--- config.mk ---
export PLATFORM = sky130hd
export DESIGN_NAME = fracbaud_gen
export DESIGN_NICKNAME = d
export VERILOG_FILES = /design/src/rtl/fbd_pkg.sv /design/src/rtl/fbd_cfg.sv /design/src/rtl/fbd_phase.sv /design/src/rtl/fbd_count.sv /design/src/rtl/fracbaud_gen.sv
export SDC_FILE = /design/constraint.sdc
export NUM_CORES = 1
export LEC_CHECK = 0
export BUFFER_PORTS_ARGS = -buffer_cell sky130_fd_sc_hd__buf_2
export CORE_ASPECT_RATIO = 0.7
export CORE_MARGIN = 3
export CORE_UTILIZATION = 40
export CTS_CLUSTER_DIAMETER = 40
export DETAILED_ROUTE_END_ITERATION = 6
export HOLD_SLACK_MARGIN = 0.1
export PLACE_DENSITY = 0.7
export REMOVE_ABC_BUFFERS = 1
export SLEW_MARGIN = 20
export SYNTH_ARGS = -nofsm -noshare
export SYNTH_HDL_FRONTEND = slang
export SYNTH_SLANG_ARGS = --single-unit
--- constraint.sdc ---
create_clock -name clk -period 6.8 [get_ports clk]
set_input_delay 1.02 -clock clk [delete_from_list [all_inputs] [get_ports clk]]
set_output_delay 1.02 -clock clk [all_outputs]
set_load 0.01 [all_outputs]
--- src/rtl/fbd_pkg.sv ---
package fbd_pkg;

  localparam int unsigned FRAC_BITS = 2;

  // Integer part of the tick period in clocks: floor((4+F)/4) = 1 + F>>2
  function automatic int unsigned whole_period(input int unsigned f);
    return 1 + (f >> FRAC_BITS);
  endfunction

  // Quarter-clock remainder added through the accumulator
  function automatic int unsigned quarter_part(input int unsigned f);
    return f & ((1 << FRAC_BITS) - 1);
  endfunction

endpackage

--- src/rtl/fbd_cfg.sv ---
module fbd_cfg #(
  parameter int REG_W     = 32,
  parameter int FIELD_LSB = 6,
  parameter int FIELD_W   = 15
) (
  input  logic               clk,
  input  logic               rst_n,
  input  logic               we,
  input  logic [REG_W-1:0]   wdata,
  output logic [FIELD_W-1:0] wfield,
  output logic [FIELD_W-1:0] field_q
);

  assign wfield = wdata[FIELD_LSB +: FIELD_W];

  always_ff @(posedge clk or negedge rst_n) begin
    if (!rst_n)  field_q <= '0;
    else if (we) field_q <= wfield;
  end

endmodule

--- src/rtl/fbd_phase.sv ---
module fbd_phase #(
  parameter int FRAC_W = 2
) (
  input  logic              clk,
  input  logic              rst_n,
  input  logic              clear,
  input  logic              advance,
  input  logic [FRAC_W-1:0] frac,
  output logic [FRAC_W-1:0] acc_q,
  output logic              carry
);

  logic [FRAC_W:0] sum;

  assign sum   = {1'b0, acc_q} + {1'b0, frac};
  assign carry = sum[FRAC_W];

  always_ff @(posedge clk or negedge rst_n) begin
    if (!rst_n)       acc_q <= '0;
    else if (clear)   acc_q <= '0;
    else if (advance) acc_q <= sum[FRAC_W-1:0];
  end

endmodule

--- src/rtl/fbd_count.sv ---
module fbd_count #(
  parameter int CNT_W = 14
) (
  input  logic             clk,
  input  logic             rst_n,
  input  logic             load,
  input  logic [CNT_W-1:0] load_val,
  input  logic [CNT_W-1:0] reload_val,
  output logic [CNT_W-1:0] cnt_q,
  output logic             expire
);

  assign expire = (cnt_q == '0);

  always_ff @(posedge clk or negedge rst_n) begin
    if (!rst_n)      cnt_q <= '0;
    else if (load)   cnt_q <= load_val;
    else if (expire) cnt_q <= reload_val;
    else             cnt_q <= cnt_q - 1'b1;
  end

endmodule

--- src/rtl/fracbaud_gen.sv ---
module fracbaud_gen #(
  parameter int REG_W     = 32,
  parameter int FIELD_LSB = 6,
  parameter int FIELD_W   = 15
) (
  input  logic             clk,
  input  logic             rst_n,
  input  logic             cfg_we,
  input  logic [REG_W-1:0] cfg_wdata,
  output logic             tick
);
  import fbd_pkg::*;

  localparam int FRAC_W = FRAC_BITS;
  localparam int CNT_W  = FIELD_W - FRAC_W + 1;

  logic [FIELD_W-1:0] wfield, field_q;
  logic [FRAC_W-1:0]  acc_q, frac_cur;
  logic               carry, period_end, acc_advance;
  logic [CNT_W-1:0]   ip_cur, ip_new, load_val, reload_val, cnt_q;

  fbd_cfg #(.REG_W(REG_W), .FIELD_LSB(FIELD_LSB), .FIELD_W(FIELD_W)) u_cfg (
    .clk(clk), .rst_n(rst_n), .we(cfg_we), .wdata(cfg_wdata),
    .wfield(wfield), .field_q(field_q)
  );

  assign ip_cur     = CNT_W'(whole_period(int'(field_q)));
  assign ip_new     = CNT_W'(whole_period(int'(wfield)));
  assign frac_cur   = FRAC_W'(quarter_part(int'(field_q)));
  assign load_val   = ip_new - 1'b1;
  assign reload_val = ip_cur + CNT_W'(carry) - 1'b1;

  assign acc_advance = period_end & ~cfg_we;

  fbd_phase #(.FRAC_W(FRAC_W)) u_phase (
    .clk(clk), .rst_n(rst_n), .clear(cfg_we), .advance(acc_advance),
    .frac(frac_cur), .acc_q(acc_q), .carry(carry)
  );

  fbd_count #(.CNT_W(CNT_W)) u_count (
    .clk(clk), .rst_n(rst_n), .load(cfg_we), .load_val(load_val),
    .reload_val(reload_val), .cnt_q(cnt_q), .expire(period_end)
  );

  assign tick = period_end;

endmodule

==> results.md <==
* Status: finished, final reports clean
* FILL cells at 390
* Vias per std cell at 5.188
* Slowest CP cell: nand4_1
* Critical Path, Cell by Cell: inv_1 -> ha_1 -> nor3b_1 -> nand4_1 -> or2_2 -> o221a_2
* Req. time, crit path at 6970 ps
* Area occupied by multi-input gates at 862.1 um2
* Cell variety after synth at 32
* Gr usage total at 14.87%
* Max FO, Critical Path at 19
* Die width at 84.47 um
* Root Buffer: clkbuf_8
* RSZ-0062 raised after global routing: no
* Vias in the first global route at 1308
* Critical Path Sink Type: flop
* Resize count post-CTS at 0
* CTS H-tree depth at 2
* Flops & latches, synth at 31
* Clk Latency, worst-skew pair at 280 ps
* DR DRC count at 0
* Layout cells sized above 1 at 17.22%
* Antenna viol nets, final at 0
* Initial core utilization at 42.66%
* Worst rel slew slack at 44.72%
* Final setup violation count at 0
* Worst setup path category: flop to flop
* # hold bufs at CTS at 0
* Final #Nets at 248
* Most frequent cells in the layout: dfrtp_1 (31), nand2_1 (23), o21ai_0 (20), buf_2 (18), inv_1 (17)
* WL per Instance at 13.16 um
* Inst Count DP at 253
* Area grow syn2layout at 12.55%
* RD Place Congestion at 0.8287
* Min cycle time layout at 2870 ps
* Layout Cells excl Fill at 261
* Most used DFF post-synth: dfrtp_1
* EDFF count, synth at 0
* First-pass GRT wire length at 5975 um
* Flip-flop and latch area at 775.7 um2
* Pleak at 0.8581 nW
* TritonCTS Sinks at 31
* Area of the core at 4041 um2
* Final-report hold violation count at 0
* Critical Path Source Type: flop
* Rows at 19
* Number of port buffers at 18
* Detailed-route via count at 1354
* Pwr dens at 217.9 nW/um2
* Sequential share of the synthesized area at 44.99%
* Routed WL at 3434 um
* Peak VDD IR at 118.4 uV
* CTS Buf Count at 5
* Maximum clock frequency at 0.3484 GHz
* CP Buf/Inv Count at 1
* N_diodes at 0
* CTS tree: built
* Delay-heaviest family, CP: simple AND/OR/NAND/NOR gates
* Clk slew on worst S/H paths at 70 ps
* Maximum clock path buffer count at 2
* Die Y at 60.93 um
* Commonest non-fill, non-tap cell in the layout: dfrtp_1
* WP data arrival at 3040 ps
* Drt pass-1 iters at 4
* Post-DP HPWL at 2450 um
* Max Cap Violations at 0
* Ys Warns at 0
* Worst slew pin tran at 826.8 ps
* Initial antenna violation count at 0
* Asr flop ratio synth at 100.0%
* Tcrit/Tclk final at 42.21%
* Fin. max-slew vios at 0
* Die area at 5147 um2
* Mapped Cells at 189
* Largest stage delay, worst path at 750 ps
* Hold Path Class: flop to flop
* Clk_skew at 3.010 ps
* Fin Hold WS at 524.8 ps
* I/O pin count at 36
* 1st-iter DRT viols at 82
* Syn Std Cell Area at 1724 um2
* Overflow after GRT at 0
* Setup TNS at 0 ps
* Post-CTS setup buffer count at 0
* Syn_area_per_cell at 9.123 um2
* Largest net degree at the start of global routing at 45
==> worst paths after layout <==
kind	start	endpoint	slack, ps	cells after the start
max	u_count.cnt_q[0]$_DFF_PN0_	u_count.cnt_q[9]$_DFF_PN0_	3930	6
max reg2reg	u_count.cnt_q[0]$_DFF_PN0_	u_count.cnt_q[9]$_DFF_PN0_	3930	6
min	u_phase.acc_q[1]$_DFFE_PN0P_	u_phase.acc_q[1]$_DFFE_PN0P_	520	2
min in group asynchronous	rst_n	u_count.cnt_q[6]$_DFF_PN0_	780	1
min reg2reg	u_phase.acc_q[1]$_DFFE_PN0P_	u_phase.acc_q[1]$_DFFE_PN0P_	520	2
max in group asynchronous	rst_n	u_count.cnt_q[0]$_DFF_PN0_	5580	1
==> state kept, by name, indices dropped and copies added (netlist names) <==
name           count
u_cfg.field_q     15
u_count.cnt_q     14
u_phase.acc_q      2
==> metrics by stage <==
stage	util, %	cell area, um2	total power [mW]	setup slack, ps
2_1_floorplan	-	1702	0.2618	4473
3_3_place_gp	45.94	1857	0.2834	3981
3_5_place_dp	45.94	1857	0.2859	3934
4_1_cts	48.02	1941	0.4274	3936
5_1_grt	48.02	1941	0.4505	3670
6_report	48.02	1941	0.4229	3930
==> report_power, final <==
part | internal [mW] | switching (mW) | total, mW | leakage [nW]
combinational | 0.0287 | 0.0323 | 0.0610 | 0.432
clock | 0.0699 | 0.0702 | 0.140 | 0.0477
sequential | 0.202 | 0.0198 | 0.222 | 0.379
==> Yosys cell counts (5+ instances only) <==
master | instances | area, um2
clkbuf_1 | 6 | 22.52
xnor2_1 | 10 | 87.58
nand3_1 | 7 | 35.03
inv_1 | 17 | 63.81
nor3_1 | 9 | 45.04
nand2_1 | 23 | 86.33
nor2_1 | 11 | 41.29
o31ai_1 | 5 | 37.54
xor2_1 | 10 | 87.58
a21oi_1 | 6 | 30.03
dfrtp_1 | 31 | 775.7
o21ai_0 | 20 | 100.1
==> tightest hold or removal path, delay by kind of cell (launching register included) <==
family,cells,cell delay [ps]
and+or+nand+nor,1,80
DFF,1,340
AOI/OAI and AO/OA,1,60
==> metal layers <==
layer / routed length [um] / GRT usage (%)
met2: 1437 / 23.26
met1: 1742 / 20.23
met3: 230 / 4.885
met4: 24 / 3.837
met5: 0 / 0
==> cell type report <==
cell class,count,area share (%)
multi-input cells,135,44.42
repair buffers,18,4.642
well taps,52,3.353
inverters,17,3.288
clock buffers,5,3.546
flip-flops and latches,31,39.97
clock inverters,3,0.7737
==> cell families after synthesis <==
family / count (synthesis) / share of synthesized area [%]
compound gates: 36 / 12.41
fa+ha+maj: 5 / 4.064
simple gates: 68 / 19.59
flops: 31 / 44.99
mux: 6 / 3.773
buf+inv: 23 / 5.007
xor+xnor: 20 / 10.16
(Power assumes the default switching activity.)
